## src/rtl/sdram_pkg.sv

```systemverilog
package sdram_pkg;

    localparam int BANK_W = 2;
    localparam int ROW_W  = 12;
    localparam int COL_W  = 10;
    localparam int DQ_W   = 8;
    localparam int ADDR_W = BANK_W + ROW_W + COL_W;
    localparam int AP_BIT = 10;   // auto/all-bank select bit on the address pins

    // {cs_n, ras_n, cas_n, we_n}
    typedef enum logic [3:0] {
        CMD_MRS = 4'b0000,
        CMD_REF = 4'b0001,
        CMD_PRE = 4'b0010,
        CMD_ACT = 4'b0011,
        CMD_WR  = 4'b0100,
        CMD_RD  = 4'b0101,
        CMD_NOP = 4'b0111
    } cmd_e;

    typedef enum logic [2:0] {
        ST_PWRUP,
        ST_IREF1,
        ST_IREF2,
        ST_IMRS,
        ST_IDLE,
        ST_COLUMN,
        ST_CLOSE
    } state_e;

    typedef struct packed {
        logic              write;
        logic [BANK_W-1:0] bank;
        logic [ROW_W-1:0]  row;
        logic [COL_W-1:0]  col;
        logic [DQ_W-1:0]   wdata;
    } access_t;

    function automatic access_t split_req(input logic write,
                                          input logic [ADDR_W-1:0] addr,
                                          input logic [DQ_W-1:0] wdata);
        access_t a;
        a.write = write;
        a.bank  = addr[ADDR_W-1 -: BANK_W];
        a.row   = addr[COL_W +: ROW_W];
        a.col   = addr[COL_W-1:0];
        a.wdata = wdata;
        return a;
    endfunction

    // burst length 1, sequential, latency in bits 6:4
    function automatic logic [ROW_W-1:0] mode_word(input int cas_lat);
        logic [ROW_W-1:0] mw;
        mw      = '0;
        mw[6:4] = 3'(cas_lat);
        return mw;
    endfunction

    function automatic int max2(input int a, input int b);
        return (a > b) ? a : b;
    endfunction

endpackage

```

## src/rtl/sdram_refresh_timer.sv

```systemverilog
module sdram_refresh_timer #(
    parameter int INTERVAL = 1953
) (
    input  logic clk,
    input  logic rst,
    input  logic enable,
    input  logic ack,
    output logic pending
);
    localparam int CNT_W = $clog2(INTERVAL);

    logic [CNT_W-1:0] cnt;
    logic             tick;

    assign tick = enable && (cnt == CNT_W'(INTERVAL - 1));

    always_ff @(posedge clk) begin
        if (rst) begin
            cnt     <= '0;
            pending <= 1'b0;
        end else begin
            if (!enable || tick) cnt <= '0;
            else                 cnt <= cnt + 1'b1;
            pending <= (pending && !ack) || tick;
        end
    end
endmodule

```

## src/rtl/sdram_rd_capture.sv

```systemverilog
module sdram_rd_capture #(
    parameter int CAS_LAT = 3,
    parameter int DQ_W    = 8
) (
    input  logic            clk,
    input  logic            rst,
    input  logic            issue,
    input  logic [DQ_W-1:0] dq_in,
    output logic            valid,
    output logic [DQ_W-1:0] data
);
    // pipe[k] high: a read command has been on the pins for k+1 cycles
    logic [CAS_LAT:0] pipe;

    always_ff @(posedge clk) begin
        if (rst) begin
            pipe  <= '0;
            valid <= 1'b0;
            data  <= '0;
        end else begin
            pipe  <= {pipe[CAS_LAT-1:0], issue};
            valid <= pipe[CAS_LAT];
            if (pipe[CAS_LAT]) data <= dq_in;
        end
    end
endmodule

```

## src/rtl/sdram_ctrl.sv

```systemverilog
module sdram_ctrl
    import sdram_pkg::*;
#(
    parameter int CAS_LAT      = 3,
    parameter int T_POWERUP    = 25000,
    parameter int REF_INTERVAL = 1953,
    parameter int T_RCD        = 3,
    parameter int T_RP         = 3,
    parameter int T_RC         = 9,
    parameter int T_RFC        = 9,
    parameter int T_MRD        = 2,
    parameter int T_CLOSE      = 3
) (
    input  logic              clk,
    input  logic              rst,
    input  logic              req_valid,
    input  logic              req_write,
    input  logic [ADDR_W-1:0] req_addr,
    input  logic [DQ_W-1:0]   req_wdata,
    output logic              req_ready,
    output logic              rd_valid,
    output logic [DQ_W-1:0]   rd_data,
    output logic              sd_cke,
    output logic              sd_cs_n,
    output logic              sd_ras_n,
    output logic              sd_cas_n,
    output logic              sd_we_n,
    output logic [BANK_W-1:0] sd_ba,
    output logic [ROW_W-1:0]  sd_addr,
    output logic              sd_dqm,
    output logic [DQ_W-1:0]   sd_dq_out,
    output logic              sd_dq_oe,
    input  logic [DQ_W-1:0]   sd_dq_in
);
    localparam int WAIT_MAX = max2(T_POWERUP, max2(T_RFC, max2(T_RP,
                              max2(T_RCD, max2(T_CLOSE, T_MRD)))));
    localparam int WAIT_W   = $clog2(WAIT_MAX + 1);
    localparam int RC_W     = $clog2(T_RC + 1);

    state_e            state;
    cmd_e              cmd_q;
    access_t           cur;
    logic [WAIT_W-1:0] wait_cnt;
    logic [RC_W-1:0]   rc_cnt;
    logic              wait_done, init_done, ref_pend, ref_ack, rd_issue;

    assign wait_done = (wait_cnt == '0);
    assign req_ready = (state == ST_IDLE) && wait_done && (rc_cnt == '0) && !ref_pend;
    assign ref_ack   = (state == ST_IDLE) && wait_done && ref_pend;
    assign rd_issue  = (state == ST_COLUMN) && wait_done && !cur.write;

    assign {sd_cs_n, sd_ras_n, sd_cas_n, sd_we_n} = cmd_q;

    always_ff @(posedge clk) begin
        if (rst) begin
            state     <= ST_PWRUP;
            wait_cnt  <= WAIT_W'(T_POWERUP - 1);
            rc_cnt    <= '0;
            cmd_q     <= CMD_NOP;
            cur       <= '0;
            init_done <= 1'b0;
            sd_cke    <= 1'b0;
            sd_dqm    <= 1'b1;
            sd_ba     <= '0;
            sd_addr   <= '0;
            sd_dq_out <= '0;
            sd_dq_oe  <= 1'b0;
        end else begin
            cmd_q    <= CMD_NOP;
            sd_dq_oe <= 1'b0;
            sd_cke   <= 1'b1;
            if (rc_cnt != '0) rc_cnt <= rc_cnt - 1'b1;
            if (!wait_done) begin
                wait_cnt <= wait_cnt - 1'b1;
            end else begin
                unique case (state)
                    ST_PWRUP: begin
                        cmd_q    <= CMD_PRE;
                        sd_addr  <= ROW_W'(1) << AP_BIT;
                        state    <= ST_IREF1;
                        wait_cnt <= WAIT_W'(T_RP - 1);
                    end
                    ST_IREF1: begin
                        cmd_q    <= CMD_REF;
                        state    <= ST_IREF2;
                        wait_cnt <= WAIT_W'(T_RFC - 1);
                    end
                    ST_IREF2: begin
                        cmd_q    <= CMD_REF;
                        state    <= ST_IMRS;
                        wait_cnt <= WAIT_W'(T_RFC - 1);
                    end
                    ST_IMRS: begin
                        cmd_q     <= CMD_MRS;
                        sd_ba     <= '0;
                        sd_addr   <= mode_word(CAS_LAT);
                        state     <= ST_IDLE;
                        wait_cnt  <= WAIT_W'(T_MRD - 1);
                        init_done <= 1'b1;
                        sd_dqm    <= 1'b0;
                    end
                    ST_IDLE: begin
                        if (ref_pend) begin
                            cmd_q    <= CMD_REF;
                            wait_cnt <= WAIT_W'(T_RFC - 1);
                        end else if (req_valid && rc_cnt == '0) begin
                            cur      <= split_req(req_write, req_addr, req_wdata);
                            cmd_q    <= CMD_ACT;
                            sd_ba    <= req_addr[ADDR_W-1 -: BANK_W];
                            sd_addr  <= req_addr[COL_W +: ROW_W];
                            rc_cnt   <= RC_W'(T_RC - 1);
                            state    <= ST_COLUMN;
                            wait_cnt <= WAIT_W'(T_RCD - 1);
                        end
                    end
                    ST_COLUMN: begin
                        cmd_q     <= cur.write ? CMD_WR : CMD_RD;
                        sd_ba     <= cur.bank;
                        sd_addr   <= ROW_W'(cur.col);
                        sd_dq_oe  <= cur.write;
                        sd_dq_out <= cur.wdata;
                        state     <= ST_CLOSE;
                        wait_cnt  <= WAIT_W'(T_CLOSE - 1);
                    end
                    ST_CLOSE: begin
                        cmd_q    <= CMD_PRE;
                        sd_ba    <= cur.bank;
                        sd_addr  <= '0;
                        state    <= ST_IDLE;
                        wait_cnt <= WAIT_W'(T_RP - 1);
                    end
                    default: state <= ST_IDLE;
                endcase
            end
        end
    end

    sdram_refresh_timer #(.INTERVAL(REF_INTERVAL)) u_refresh (
        .clk     (clk),
        .rst     (rst),
        .enable  (init_done),
        .ack     (ref_ack),
        .pending (ref_pend)
    );

    sdram_rd_capture #(.CAS_LAT(CAS_LAT), .DQ_W(DQ_W)) u_capture (
        .clk   (clk),
        .rst   (rst),
        .issue (rd_issue),
        .dq_in (sd_dq_in),
        .valid (rd_valid),
        .data  (rd_data)
    );
endmodule

```

## config.mk

```make
export PLATFORM = sky130hd
export DESIGN_NAME = sdram_ctrl
export DESIGN_NICKNAME = d
export VERILOG_FILES = /design/src/rtl/sdram_pkg.sv /design/src/rtl/sdram_refresh_timer.sv /design/src/rtl/sdram_rd_capture.sv /design/src/rtl/sdram_ctrl.sv
export SDC_FILE = /design/constraint.sdc
export NUM_CORES = 1
export LEC_CHECK = 0
export CAP_MARGIN = 30
export CORE_UTILIZATION = 50
export CTS_CLUSTER_DIAMETER = 120
export DETAILED_ROUTE_END_ITERATION = 8
export PLACE_DENSITY = 0.87
export REMOVE_ABC_BUFFERS = 1
export SLEW_MARGIN = 40
export SYNTH_ARGS = -nofsm -noshare
export SYNTH_HDL_FRONTEND = slang
export SYNTH_SLANG_ARGS = --single-unit
```

## constraint.sdc

```tcl
create_clock -name clk -period 3 [get_ports clk]
set_input_delay 0.3 -clock clk [delete_from_list [all_inputs] [get_ports clk]]
set_output_delay 0.3 -clock clk [all_outputs]
set_load 0.01 [all_outputs]
```

==> results of run 1 <==
worst paths after layout:
kind,to
min,sd_cke$_DFF_P_
max,req_ready
min reg2reg,u_capture.pipe[2]$_SDFF_PP0_
max reg2reg,sd_dq_out[7]$_SDFFE_PP0P_
sequential cells by signal (all words and copies together) (netlist names):
name / count
cmd_q: 3
sd_dq_oe: 1
u_capture.data: 8
sd_cke: 1
u_capture.pipe: 4
sd_dq_out: 8
state: 3
u_capture.valid: 1
wait_cnt: 15
sd_dqm: 1
init_done: 1
u_refresh.cnt: 11
cur: 21
u_refresh.pending: 1
rc_cnt: 4
sd_ba: 2
sd_addr: 12
metal layers:
metal,part of all wire [%],routed length [um]
met5,0,0
met2,49,4501
met4,1.6,143
met3,6.9,640
met1,43,3925
cells by family after synthesis:
| group | Yosys count |
|---|---|
| other cells | 1 |
| flops | 97 |
| xor+xnor | 17 |
| simple gates | 171 |
| buf+inv | 44 |
| compound gates | 69 |
| mux | 50 |
| fa+ha+maj | 5 |
cell usage in the layout, fill, tap and decap left out, drive strengths merged, types with 3 or more instances in the layout:
cell / count
a2111oi: 4
a211o: 4
a21o: 4
a21oi: 21
a31oi: 3
and2: 3
buf: 8
clkbuf: 12
clkdlybuf4s50: 80
dfxtp: 97
ha: 5
inv: 17
mux2i: 48
nand2: 27
nand2b: 3
nand3: 10
nand3b: 7
nand4: 3
nor2: 73
nor2b: 6
nor3: 16
nor4: 6
o21ai: 19
or3: 7
xnor2: 8
xor2: 9
area by class of cell:
| class | count | area, sq um | area share (%) |
|---|---|---|---|
| clock inverter | 4 | 37.54 | 0.7180 |
| timing repair buffer | 89 | 863.3 | 16.52 |
| tap | 105 | 131.4 | 2.513 |
| inverter | 15 | 56.30 | 1.077 |
| sequential | 97 | 1942 | 37.15 |
| clock buffer | 11 | 141.4 | 2.705 |
| multi-input combinational | 313 | 2056 | 39.33 |
critical path, cell delays in order (launching register included):
cell	delay [ns]
dfxtp_1	0.63
or3b_4	0.48
nor4_1	0.35
clkdlybuf4s50_1	0.61
cells in the mapped netlist (all sizes together) (6+ instances only):
cell	n	area, sq um
nand3b	7	52.55
mux2i	48	480.5
nand2	27	101.4
nand3	10	55.05
nor2b	6	37.54
or3	7	43.79
xor2	9	78.83
nor2	73	274.0
clkbuf	19	71.32
dfxtp	97	1942
inv	15	56.30
xnor2	8	70.07
o21ai	19	95.09
a21oi	21	105.1
buf	10	71.31
nor4	6	67.56
nor3	16	101.4
report_power, final:
part	switching (mW)	internal (mW)	total (mW)
clock	0.458	0.332	0.790
sequential	0.0219	1.31	1.33
combinational	0.117	0.125	0.242
total	0.597	1.77	2.37
per-stage QoR:
step	instance area, sq um	instances	utilization, %	hold slack (ns)	power, mW
after detailed placement	5044	618	61.69	0.4272	1.604
after global routing	5228	634	63.94	0.3851	2.472
after global placement	5044	618	61.69	0.4172	1.585
after CTS	5223	633	63.88	0.3490	2.383
final	5228	634	63.94	0.3768	2.366
after floorplan	4054	425	-	0.3691	1.494
==> summary.md, run 1 <==
| Metric | Value |
|---|---|
| Pre-Repair DR Iteration Count | `6` |
| RSZ-0062 raised after global routing | `no` |
| Async SR Flop Fraction | `0%` |
| Post-Synth Simple-Gate Area | `21.35%` |
| Multiplexer area fraction after synthesis | `11.99%` |
| Initial antenna violation count | `0` |
| N_diodes | `0` |
| Sequential cell area fraction in the yosys report | `46.27%` |
| Final TNS setup | `0 ns` |
| Largest family of logic cells by synthesized area | `simple AND/OR/NAND/NOR gates` |
| CP required | `2.70 ns` |
| Clock buffer depth | `2` |
| CTS Buf Count | `9` |
| M1 GR Usage | `27.26%` |
| Clock transition at path regs | `about 0.10 ns` |
| Worst Setup End Kind | `output pin` |
| Setup violators final | `0` |
| Flop2flop setup slack | `between 0.6 and 0.7 ns` |
| Hold_buf cts | `0` |
| Status | `complete, no violations` |
| FMAX | `366.9 MHz` |
| Cells on Worst Hold Path | `2` |
| Post_cts resized | `0` |
| Final worst-path cycle share | `90.85%` |
| Root buffer cell | `clkbuf_8` |
| Initial Utilization | `roughly 51%` |
| Dpl ws | `0.7038 ns` |
| CP startpoint kind | `register` |
| Critical path class | `reg -> out` |
| Core area | `8175 sq um` |
| Final Net Count | `574` |
| First-pass GRT wire length | `15.37 mm` |
| Cell variety after synth | `53` |
| WL/cell | `14.53 um` |
| CTS tree | `yes` |
| Busiest grt layer | `met2` |
| Residual DRC | `0` |
| Crit-path max FO | `16` |
| Global-route track usage on met3 | `6.098%` |
| Crit path DAT | `about 2.4 ns` |
| Seq cells post-synth | `97` |
| Syn Std Cell Area | `4197 sq um` |
| GRT Overall Usage | `between 20 and 25%` |
| Number of global-route vias before repair | `3,318` |
| DP HPWL | `6.437 mm` |
| Worst setup margin | `between 0.2 and 0.3 ns` |
| Cells after Synth | `454` |
| Row cnt | `33` |
| Clock skew | `between 0.01 and 0.015 ns` |
| Post-CTS Setup Inserts | `0` |
| Die area | `8764 sq um` |
| Max transition margin | `47.69%` |
| CTS Sinks | `97` |
| Via density | `5.405` |
| Crit path launch | `state[2]$_SDFFE_PP0P_` |
| Leak | `~1.8 nW` |
| H-tree depth | `3` |
| Power per cell area | `452.5 nW/um^2` |
| Final Hold Vio Count | `0` |
| Worst reg-to-reg path cell count | `5` |
| Syn avg cell area | `9.243 sq um` |
| Worst-Skew Late Latency | `0.36 ns` |
| Met2 global-route usage | `a little under two fifths` |
| Die Wd | `~94 um` |
| FF-to-FF Start | `state[2]$_SDFFE_PP0P_` |
| Peak VDD IR | `0.3026 mV` |
| Hold wc startpoint | `rst` |
| Primary FF master, synth | `dfxtp_1` |
| YS warnings | `0` |
| Area grow syn2layout | `24.57%` |
| XOR/XNOR share of the synthesized area | `3.548%` |
| Post-Synth Adder-Cell Area | `1.491%` |
| Iteration-0 DRC Markers | `272` |
| Compound-Gate Fraction of Synth Area | `10.52%` |
| Routed vias | `3,427` |
| Filler cells | `674` |
| Share of layout cells above drive strength 1 | `6.805%` |
| Die Ht | `93.62 um` |
| WL final | `slightly above 9 mm` |
| Worst Tran Pin Value | `0.7846 ns` |
| Gr ovfl total | `0` |
| GPL Wtd Cong | `0.8128` |
| Number of flops mapped to enable cells by yosys | `0` |
| Max-cap violation count | `0` |
| Port bufs | `81` |
| Hold Path Class | `in -> reg` |
| Largest net degree at the start of global routing | `79` |
| Ports | `83` |
| ANT nets after route | `0` |
| Final Critical Period | `2.726 ns` |
| Pins Over Slew Limit | `0` |
Power figures use the tool's default switching activity.
==> run 2: changes to the inputs <==
Settings changed: CAP_MARGIN 30 to not set, TNS_END_PERCENT set to 1.
==> results of run 2 <==
Final layout, timing and power as in run 1 (identical DEF).
==> run 3: changes to the inputs <==
Settings changed: CORE_MARGIN set to 2.
==> run 3 against run 2 <==
Net effect: combinational power hardly changed; register-to-register slack hardly changed; final cell count stayed put; critical path depth stayed put; largest cell class unchanged; first-iteration DRC count is 13% lower; hold slack worse by 0.023 ns; via count is 0.15% lower; critical endpoint unchanged.
==> summary.md, run 3 (synthesis results as in run 1) <==
| Metric | Value |
|---|---|
| Core area | `approximately 8200 sq um` |
| Cells on Worst Hold Path | `2` |
| RSZ-0062 raised after global routing | `no` |
| Largest net degree at the start of global routing | `79` |
| Regs by FF count | `cur x21, wait_cnt x15, sd_addr x12` |
| Worst Hold Endpoint | `sd_cke$_DFF_P_` |
| FMAX | `370.9 MHz` |
| Worst-Skew Late Latency | `around 0.38 ns` |
| CP required | `2.70 ns` |
| Clock buffer depth | `2` |
| Internal power | `between 1.5 and 2 mW` |
| First-pass GRT wire length | `roughly 15 mm` |
| Clock transition at path regs | `0.10 ns` |
| Root buffer cell | `clkbuf_8` |
| Critical path class | `reg -> out` |
| Number of global-route vias before repair | `3,283` |
| Peak VDD IR | `0.2322 mV` |
| Worst setup margin | `0.3036 ns` |
| Clock skew | `0.01323 ns` |
| Logic pwr share | `about a tenth` |
| Final TNS setup | `0 ns` |
| Pins Over Slew Limit | `0` |
| FF-to-FF Start | `rc_cnt[0]$_SDFF_PP0_` |
| Routed vias | `between 3,000 and 4,000` |
| Power per cell area | `about 460 nW/um^2` |
| Global-route track usage on met3 | `5.613%` |
| Max-cap violation count | `0` |
| Most common cell after layout, fill and taps aside | `dfxtp_1` |
| Max transition margin | `~47%` |
| Worst reg-to-reg path cell count | `8` |
| Residual DRC | `0` |
| CTS Buf Count | `9` |
| H-tree depth | `3` |
| DP HPWL | `between 6 and 7 mm` |
| WL/cell | `about 14 um` |
| Busiest grt layer | `met2` |
| Die Wd | `95.62 um` |
| Flop pwr share | `56.1%` |
| Tot Pwr | `2.382 mW` |
| Sw Pwr | `0.6293 mW` |
| Iteration-0 DRC Markers | `around 240` |
| Initial Utilization | `roughly 51%` |
| Pre-Repair DR Iteration Count | `4` |
| Setup violators final | `0` |
| Post-CTS Setup Inserts | `0` |
| FF-to-FF End | `cur[0]$_SDFFE_PP0P_` |
| Most frequent cells in the layout | `dfxtp_1 (97), clkdlybuf4s50_1 (80), nor2_1 (73)` |
| Status | `complete, no violations` |
| Die Ht | `between 90 and 100 um` |
| Worst Setup End Kind | `output pin` |
| Leak | `1.778 nW` |
| Multi-input gate area | `approximately 2100 sq um` |
| N_diodes | `0` |
| Dpl ws | `~0.60 ns` |
| Hold wc startpoint | `rst` |
| Port bufs | `~80` |
| Crit path DAT | `2.40 ns` |
| Via density | `5.397` |
| Filler cells | `660` |
| CP startpoint kind | `register` |
| Die area | `between 9000 and 10,000 sq um` |
| Max reg flops | `21` |
| Reg area | `1942 sq um` |
| Clock power share | `between 30% and 40%` |
| Final Net Count | `approximately 570` |
| Gr ovfl total | `0` |
| Crit-path max FO | `16` |
| Hold_buf cts | `0` |
| ANT nets after route | `0` |
| Final worst-path cycle share | `89.88%` |
| Row cnt | `33` |
| M1 GR Usage | `23.95%` |
| Area grow syn2layout | `24.51%` |
| Ports | `83` |
| Share of layout cells above drive strength 1 | `6.994%` |
| GRT Overall Usage | `20.62%` |
| Final Critical Period | `2.696 ns` |
| Biggest register | `cur` |
| WL final | `9.135 mm` |
| Hold Path Class | `in -> reg` |
| Flop2flop setup slack | `0.68 ns` |
| Post_cts resized | `0` |
| Final Hold Vio Count | `0` |
| GPL Wtd Cong | `between 0.8 and 0.9` |
| CTS tree | `yes` |
| CTS Sinks | `97` |
| Worst Tran Pin Value | `0.7955 ns` |
| Initial antenna violation count | `0` |
| Sw Share | `26.42%` |
| Met2 global-route usage | `between 30% and 40%` |
## run 3: cell types whose count changed in the layout (fill, tap and decap cells not counted)
cell	previous run	this run
clkinv_2	0	2
clkinv_4	2	0
clkbuf_1	1	0
clkbuf_2	1	0
clkbuf_8	10	9
clkinvlp_4	0	1
inv_6	1	2
inv_8	1	2
## run 3: routing by layer
| layer | part of all wire, % | routed length [um] |
|---|---|---|
| met5 | 0 | 0 |
| met4 | 1.6 | 148 |
| met3 | 5.5 | 503 |
| met2 | 49 | 4490 |
| met1 | 44 | 3992 |
## run 3: stage by stage
step	cell area [sq um]	util, %	std cells	hold slack (ns)
after floorplan	4054	-	425	0.3691
after global placement	5036	61.60	617	0.4156
after detailed placement	5036	61.60	617	0.4294
after CTS	5218	63.82	633	0.3451
after global routing	5225	63.91	634	0.3770
final	5225	63.91	634	0.3543
## run 3: worst max path at each step
stage	start	endpoint	slack, ns
floorplan	state[0]$_SDFFE_PP0P_	cur[0]$_SDFFE_PP0P_	0.32
finish	state[2]$_SDFFE_PP0P_	req_ready	0.30
CTS	state[2]$_SDFFE_PP0P_	req_ready	0.32
detailed placement	rc_cnt[0]$_SDFF_PP0_	sd_addr[0]$_SDFFE_PP0P_	0.60
global route	state[2]$_SDFFE_PP0P_	req_ready	0.15
global placement	rc_cnt[0]$_SDFF_PP0_	sd_addr[6]$_SDFFE_PP0P_	0.70
## run 3: area by class of cell
type | count | share of cell area, %
multi-input combinational | 313 | 39.34
clock buffer | 9 | 2.371
tap | 105 | 2.514
sequential | 97 | 37.16
clock inverter | 7 | 1.102
inverter | 15 | 1.078
timing repair buffer | 88 | 16.43
## run 3: critical path: stages, from the launching register on
cell and delay, ns:
dfxtp_1 0.64, or3b_4 0.48, nor4_1 0.30, clkdlybuf4s50_1 0.61
## run 3: power groups by stage
stage	Clock (mW)	Combinational, mW	Sequential, mW
finish	0.805	0.241	1.34
global route	0.866	0.263	1.34
CTS	0.815	0.238	1.34
detailed placement	0	0.235	1.36
global placement	0	0.224	1.36
floorplan	0	0.135	1.36
